File: config.mk
export PLATFORM = sky130hd
export DESIGN_NAME = dbgl_timeout_mon
export DESIGN_NICKNAME = d
export VERILOG_FILES = /design/src/rtl/dbgl_pkg.sv /design/src/rtl/dbgl_sync.sv /design/src/rtl/dbgl_pulse_class.sv /design/src/rtl/dbgl_idle_timer.sv /design/src/rtl/dbgl_timeout_mon.sv
export SDC_FILE = /design/constraint.sdc
export NUM_CORES = 1
export LEC_CHECK = 0
export ABC_CLOCK_PERIOD_IN_PS = 4900
export BUFFER_PORTS_ARGS = -buffer_cell sky130_fd_sc_hd__buf_2
export CAP_MARGIN = 20
export CORE_MARGIN = 2
export CORE_UTILIZATION = 41
export DETAILED_ROUTE_END_ITERATION = 10
export PLACE_DENSITY = 0.56
export RECOVER_POWER = 25
export SLEW_MARGIN = 25
export SYNTH_ARGS = -nofsm -noshare
export SYNTH_HDL_FRONTEND = slang
export SYNTH_HIERARCHICAL = 1
export SYNTH_SLANG_ARGS = --single-unit
File: constraint.sdc
create_clock -name clk -period 4.9 [get_ports clk]
set_clock_uncertainty 0.2 [all_clocks]
set_input_delay 0.735 -clock clk [delete_from_list [all_inputs] [get_ports clk]]
set_output_delay 0.735 -clock clk [all_outputs]
set_load 0.02 [all_outputs]
File: src/rtl/dbgl_pkg.sv
package dbgl_pkg;
  typedef enum logic [1:0] {
    PC_IDLE  = 2'd0,
    PC_LOW   = 2'd1,
    PC_SYNCW = 2'd2
  } pc_state_t;
endpackage

File: src/rtl/dbgl_sync.sv
module dbgl_sync #(
  parameter int STAGES = 2
) (
  input  logic clk,
  input  logic rst,
  input  logic async_in,
  output logic fall,
  output logic rise
);
  logic [STAGES-1:0] chain;
  logic              lvl_d;
  logic              lvl;

  assign lvl = chain[STAGES-1];

  // line idles high (open drain with pull-up)
  always_ff @(posedge clk) begin
    if (rst) begin
      chain <= '1;
      lvl_d <= 1'b1;
    end else begin
      chain <= {chain[STAGES-2:0], async_in};
      lvl_d <= lvl;
    end
  end

  assign fall = lvl_d & ~lvl;
  assign rise = ~lvl_d & lvl;
endmodule

File: src/rtl/dbgl_pulse_class.sv
module dbgl_pulse_class
  import dbgl_pkg::*;
#(
  parameter int SYNC_LEN = 128
) (
  input  logic clk,
  input  logic rst,
  input  logic fall,
  input  logic rise,
  output logic bit_slot,
  output logic sync_det,
  output logic sync_go,
  output logic in_sync
);
  localparam int LW = $clog2(SYNC_LEN + 1);

  pc_state_t       state;
  logic [LW-1:0]   lowcnt;

  always_ff @(posedge clk) begin
    if (rst) begin
      state    <= PC_IDLE;
      lowcnt   <= '0;
      bit_slot <= 1'b0;
      sync_det <= 1'b0;
      sync_go  <= 1'b0;
    end else begin
      bit_slot <= 1'b0;
      sync_det <= 1'b0;
      sync_go  <= 1'b0;
      unique case (state)
        PC_IDLE: begin
          if (fall) begin
            state  <= PC_LOW;
            lowcnt <= LW'(1);
          end
        end
        PC_LOW: begin
          if (rise) begin
            bit_slot <= 1'b1;
            state    <= PC_IDLE;
          end else if (lowcnt == LW'(SYNC_LEN)) begin
            sync_det <= 1'b1;
            state    <= PC_SYNCW;
          end else begin
            lowcnt <= lowcnt + 1'b1;
          end
        end
        PC_SYNCW: begin
          if (rise) begin
            sync_go <= 1'b1;
            state   <= PC_IDLE;
          end
        end
        default: state <= PC_IDLE;
      endcase
    end
  end

  assign in_sync = (state == PC_SYNCW);
endmodule

File: src/rtl/dbgl_idle_timer.sv
module dbgl_idle_timer #(
  parameter int TIMEOUT = 512
) (
  input  logic clk,
  input  logic rst,
  input  logic fall,
  input  logic in_sync,
  input  logic hs_en,
  input  logic xfer_busy,
  input  logic rd_pend,
  input  logic data_rdy,
  input  logic ack_pulse,
  output logic soft_rst
);
  localparam int TW = $clog2(TIMEOUT + 1);

  logic [TW-1:0] cnt;
  logic          rd_pend_d;
  logic          hold_q;
  logic          ready_q;
  logic          rd_rise;
  logic          ack_ok;
  logic          run;
  logic          fire;

  assign rd_rise = rd_pend & ~rd_pend_d;
  assign ack_ok  = hold_q & ready_q & ack_pulse;
  assign run     = xfer_busy & ~hold_q & ~in_sync;
  assign fire    = run & ~fall & (cnt == TW'(TIMEOUT - 1));

  always_ff @(posedge clk) begin
    if (rst) begin
      rd_pend_d <= 1'b0;
      hold_q    <= 1'b0;
      ready_q   <= 1'b0;
      cnt       <= '0;
      soft_rst  <= 1'b0;
    end else begin
      rd_pend_d <= rd_pend;
      soft_rst  <= fire;

      if (fire || ack_ok) begin
        hold_q  <= 1'b0;
        ready_q <= 1'b0;
      end else if (hs_en && rd_rise) begin
        hold_q  <= 1'b1;
        ready_q <= 1'b0;
      end else if (hold_q && data_rdy) begin
        ready_q <= 1'b1;
      end

      if (!run || fall || ack_ok) begin
        cnt <= '0;
      end else if (cnt != TW'(TIMEOUT)) begin
        cnt <= cnt + 1'b1;
      end
    end
  end
endmodule

File: src/rtl/dbgl_timeout_mon.sv
module dbgl_timeout_mon #(
  parameter int SYNC_STAGES = 2,
  parameter int SYNC_LEN    = 128,
  parameter int TIMEOUT     = 512
) (
  input  logic clk,
  input  logic rst,
  input  logic line_in,
  input  logic hs_en,
  input  logic xfer_busy,
  input  logic rd_pend,
  input  logic data_rdy,
  input  logic ack_pulse,
  output logic bit_slot,
  output logic sync_det,
  output logic sync_resp_go,
  output logic soft_rst
);
  logic fall;
  logic rise;
  logic in_sync;

  dbgl_sync #(.STAGES(SYNC_STAGES)) u_sync (
    .clk      (clk),
    .rst      (rst),
    .async_in (line_in),
    .fall     (fall),
    .rise     (rise)
  );

  dbgl_pulse_class #(.SYNC_LEN(SYNC_LEN)) u_class (
    .clk      (clk),
    .rst      (rst),
    .fall     (fall),
    .rise     (rise),
    .bit_slot (bit_slot),
    .sync_det (sync_det),
    .sync_go  (sync_resp_go),
    .in_sync  (in_sync)
  );

  dbgl_idle_timer #(.TIMEOUT(TIMEOUT)) u_timer (
    .clk       (clk),
    .rst       (rst),
    .fall      (fall),
    .in_sync   (in_sync),
    .hs_en     (hs_en),
    .xfer_busy (xfer_busy),
    .rd_pend   (rd_pend),
    .data_rdy  (data_rdy),
    .ack_pulse (ack_pulse),
    .soft_rst  (soft_rst)
  );
endmodule

==> run summary <==
The die footprint came out at 0.00379 sq mm. The initial utilization of the core area, before any placement, comes to 43.8%. Data arrives at the worst endpoint at 2380 ps.

In the routed design, unresolved DRC markers number 0. The run gives 16.2% as the global routing usage summed across all routing layers. The first global-routing pass estimated 4320 um of wire. The number of CTS-inserted buffers came out at 5.

The internal power of the cells totals 0.000330 W. The run finished with clean final reports. The initial antenna violation count is 0. Final worst-path cycle share: 47.2%. In the final routed layout, each cell accounts on average for 12.9 um.

Mean instance size in the synthesized netlist: 9.44 sq um. The instance count along the most critical hold path was 1. Setup repair after global routing left no endpoint under its margin. The clock tree synthesis step divided the H-tree into 2 levels. The synthesized design contains 30 register bits.

The via density per instance is 5.29, and the peak fanout along the critical path is 21. For the sequential fraction of design power, the log shows 58.5%. Walking the worst path, the cells encountered are clkbuf_1 -> or4b_1 -> a31oi_2 -> nor3b_2 -> a211o_1. The most used flip-flop cell after synthesis was sky130_fd_sc_hd__dfxtp_1.

Counting the fill cells in the layout gives 328. The startpoint kind of the worst setup timing path is a primary input. Buffers added to address setup during post-CTS repair amount to 0.

The run gives 0.729 as the global placer's final weighted congestion. Once detail routing completed, the nets flagged for antenna violations numbered 0. TritonCTS built the clock tree. Synthesis handed over a netlist of 144 instances. The data required time of the worst path was 4970 ps; the count of yosys warnings during synthesis was 6. The global-route congestion overflow total was 0; the vertical die dimension was 61.6 um.

The number of buffer and inverter instances along the worst setup path came out at 1. The class of the most critical hold timing path was reg -> reg. The clock network burns 35.1% of the power. The tools report the overall via count from detail_route as 1080. Clock insertion delay at the later pin of the skew report: 320 ps. For hold timing, the worst endpoint is u_sync/chain[1]. Measured against its own limit, the worst slew margin works out to 50.1%. The cell type group with the largest total delay on the critical path was simple AND/OR/NAND/NOR gates.

The number of gates resized after cts came out at 0. The worst register-to-register path ends at u_class/lowcnt[6]. The number of enable flip-flop cells after synthesis came out at 0. The setup path with the least slack is of type in -> reg.

The logs give 50 for the DRC violation total after the first TritonRoute iteration and 0 for the count of antenna diodes in the layout. Summed over all failing endpoints, the final setup total negative slack is 0 ps. The tools report the largest buffer count on any clock path as 2. The share of the Yosys chip area taken by registers is 44.2%. The standard-cell row count was 20; the final hold violation count was 0.

The run gives 156 as the net count after synthesis. The total detailed-routing wirelength is 2630 um. Counting buffers and inverters, the worst setup path is 5 cells deep. For the detailed placer's ending HPWL, the log shows 1870 um. In this run the critical register-to-register path is launched from u_class/lowcnt[0]. The count of endpoints failing setup in the final report is 0, and the maximum achievable frequency is 432 MHz. The via count of the first global-routing pass came out at 956. Net switching is 23.6% of the power. After clock tree synthesis, the clock-pin slew on the worst setup and hold paths is 90 ps. The largest single stage delay on the critical path is 620 ps.

The run gives 0.000155 V as the worst-case vdd ir drop. The area growth from synthesis to final layout is 10.5%, and the iteration count of the initial detailed-routing pass is 4. The cell sitting at the root of the clock tree is a sky130_fd_sc_hd__clkbuf_4. In this run the most critical hold path is launched from u_sync/chain[0]. The design draws 0.000432 W. Subtracting the final worst setup slack from the clock period gives 2310 ps. The tools report the relative contribution of combinational cells to total power as 6.4%. Of all flip-flops after synthesis, the portion carrying an async set or reset was 0%. Entering global routing, the biggest net connects 22 pins.

In this run the power density over the cells is 287 mW/mm^2. The number of violations of the max-capacitance limit was 0. The number of I/O port buffers came out at 11.

The leakage power was 0.547 nW; the horizontal extent of the die was 61.6 um. The worst setup path is captured at a flip-flop. At the pin with the least slew margin, the transition time is 749 ps.

For this design, the CTS-stage hold fixing added 0 buffers. The mapped cell area was 0.00136 sq mm; the depth of the worst register-to-register path was 6. The worst register-to-register path has a setup slack of 2730 ps. The floorplan step defined a core boundary enclosing 0.00310 sq mm.

The logs give 0.000102 W for the switching power summed over all nets and 30 for the clock sink count. At the end of the flow, the number of nets in the layout was 171. In the final layout, the share of cells above drive strength 1 is 17.5%. The max-slew violation count was 0. The slowest cell on the critical path was sky130_fd_sc_hd__or4b_1. The number of different library cells in the post-synthesis netlist came out at 48.

The top-level port count is 12.
==> cell type report <==
| type | instances | area (sq um) | share of cell area (%) |
|---|---|---|---|
| multi-input cells | 106 | 716 | 47.6 |
| flip-flops and latches | 30 | 601 | 40.0 |
| clock buffers | 7 | 55.1 | 3.66 |
| well taps | 44 | 55.1 | 3.66 |
| repair buffers | 11 | 52.6 | 3.50 |
| inverters | 5 | 18.8 | 1.25 |
| clock inverters | 1 | 5.00 | 0.333 |
==> power groups by stage <==
stage | logic [W] | registers, W | clock network (W)
after detailed placement | 0.0000282 | 0.000258 | 0
after global placement | 0.0000273 | 0.000258 | 0
after CTS | 0.0000282 | 0.000253 | 0.000160
after floorplan | 0.0000214 | 0.000257 | 0
after global routing | 0.0000312 | 0.000253 | 0.000174
final | 0.0000277 | 0.000253 | 0.000152
==> state kept, by name (all words and copies together) (netlist names) <==
register / count
u_timer/hold_q: 1
u_class/state: 2
u_timer/cnt: 10
u_timer/ready_q: 1
u_class/sync_go: 1
u_timer/rd_pend_d: 1
u_sync/lvl_d: 1
u_class/bit_slot: 1
u_class/sync_det: 1
u_sync/chain: 2
u_timer/soft_rst: 1
u_class/lowcnt: 8
==> synthesized netlist by cell type, types with 2 or more instances <==
master                     n  area share [%]
sky130_fd_sc_hd__dfxtp_1  30              44
sky130_fd_sc_hd__nor2_1   11             3.0
sky130_fd_sc_hd__a21oi_1   9             3.3
sky130_fd_sc_hd__nor3_1    9             3.3
sky130_fd_sc_hd__nand3_1   7             2.6
sky130_fd_sc_hd__nand2_1   6             1.7
sky130_fd_sc_hd__a31oi_1   5             2.3
sky130_fd_sc_hd__inv_1     5             1.4
sky130_fd_sc_hd__ha_1      4             3.7
sky130_fd_sc_hd__o21ai_0   4             1.5
sky130_fd_sc_hd__nor2b_1   3             1.4
sky130_fd_sc_hd__or2_1     3             1.4
sky130_fd_sc_hd__or3_1     3             1.4
sky130_fd_sc_hd__or4_1     3             1.7
sky130_fd_sc_hd__xor2_1    3             1.9
sky130_fd_sc_hd__buf_2     2            0.74
sky130_fd_sc_hd__mux2_2    2             1.7
sky130_fd_sc_hd__nand4_1   2            0.92
sky130_fd_sc_hd__nor3b_1   2             1.1
sky130_fd_sc_hd__o31ai_1   2             1.1
sky130_fd_sc_hd__or3_2     2             1.1
==> metal layers <==
metal	vias to the layer above	wire, um	GRT usage [%]
met1	496	1410	22.5
met4	0	19	6.38
met2	16	1110	21.7
li1	566	-	-
met3	2	89	7.56
met5	-	0	0
==> cells in the final DEF, fill, tap and decap left out, types with 2 or more instances in the layout <==
cell                       count
sky130_fd_sc_hd__nor3_1        9
sky130_fd_sc_hd__xor2_1        3
sky130_fd_sc_hd__or4b_1        2
sky130_fd_sc_hd__ha_1          4
sky130_fd_sc_hd__mux2_2        2
sky130_fd_sc_hd__nand4_1       2
sky130_fd_sc_hd__a21oi_1       9
sky130_fd_sc_hd__or3_2         2
sky130_fd_sc_hd__inv_1         5
sky130_fd_sc_hd__or2_1         3
sky130_fd_sc_hd__or3_1         3
sky130_fd_sc_hd__o31ai_1       2
sky130_fd_sc_hd__clkbuf_1      3
sky130_fd_sc_hd__a31oi_1       5
sky130_fd_sc_hd__o21ai_0       4
sky130_fd_sc_hd__buf_2         9
sky130_fd_sc_hd__clkbuf_4      5
sky130_fd_sc_hd__nor2b_1       3
sky130_fd_sc_hd__nand2_1       6
sky130_fd_sc_hd__nand3_1       7
sky130_fd_sc_hd__dfxtp_1      30
sky130_fd_sc_hd__or4_1         3
sky130_fd_sc_hd__nor2_1       11
sky130_fd_sc_hd__nor3b_1       2
==> per-stage QoR <==
| step | hold WS (ps) | util (%) | worst slack (ps) | std cells | cell area (sq um) |
|---|---|---|---|---|---|
| after floorplan | 183 | - | 2730 | 144 | 1360 |
| after global placement | 204 | 46.7 | 2520 | 196 | 1450 |
| after detailed placement | 210 | 46.7 | 2470 | 196 | 1450 |
| after CTS | 242 | 48.6 | 2760 | 204 | 1510 |
| after global routing | 255 | 48.4 | 2480 | 204 | 1500 |
| final | 233 | 48.4 | 2590 | 204 | 1500 |
==> how the worst max path moves through the flow <==
stage                                 start                 to
after floorplan                         rst  u_class/lowcnt[6]
after global placement                  rst  u_class/lowcnt[6]
after detailed placement                rst  u_class/lowcnt[6]
after CTS                 u_class/lowcnt[0]  u_class/lowcnt[6]
after global routing                    rst  u_class/lowcnt[3]
final                                   rst  u_class/lowcnt[6]
==> kinds of logic (layout without fill, tap and decap cells) <==
family                     Yosys count  count (layout)  synth area share (%)
muxes                                2               2                  1.66
DFF                                 30              30                  44.2
AOI/OAI and AO/OA                   30              30                  14.6
adders and majority gates            4               4                  3.68
buffers and inverters                8              24                  2.94
and+or+nand+nor                     66              66                  30.4
xor gates and xnor gates             4               4                  2.58
(Power assumes the default switching activity.)
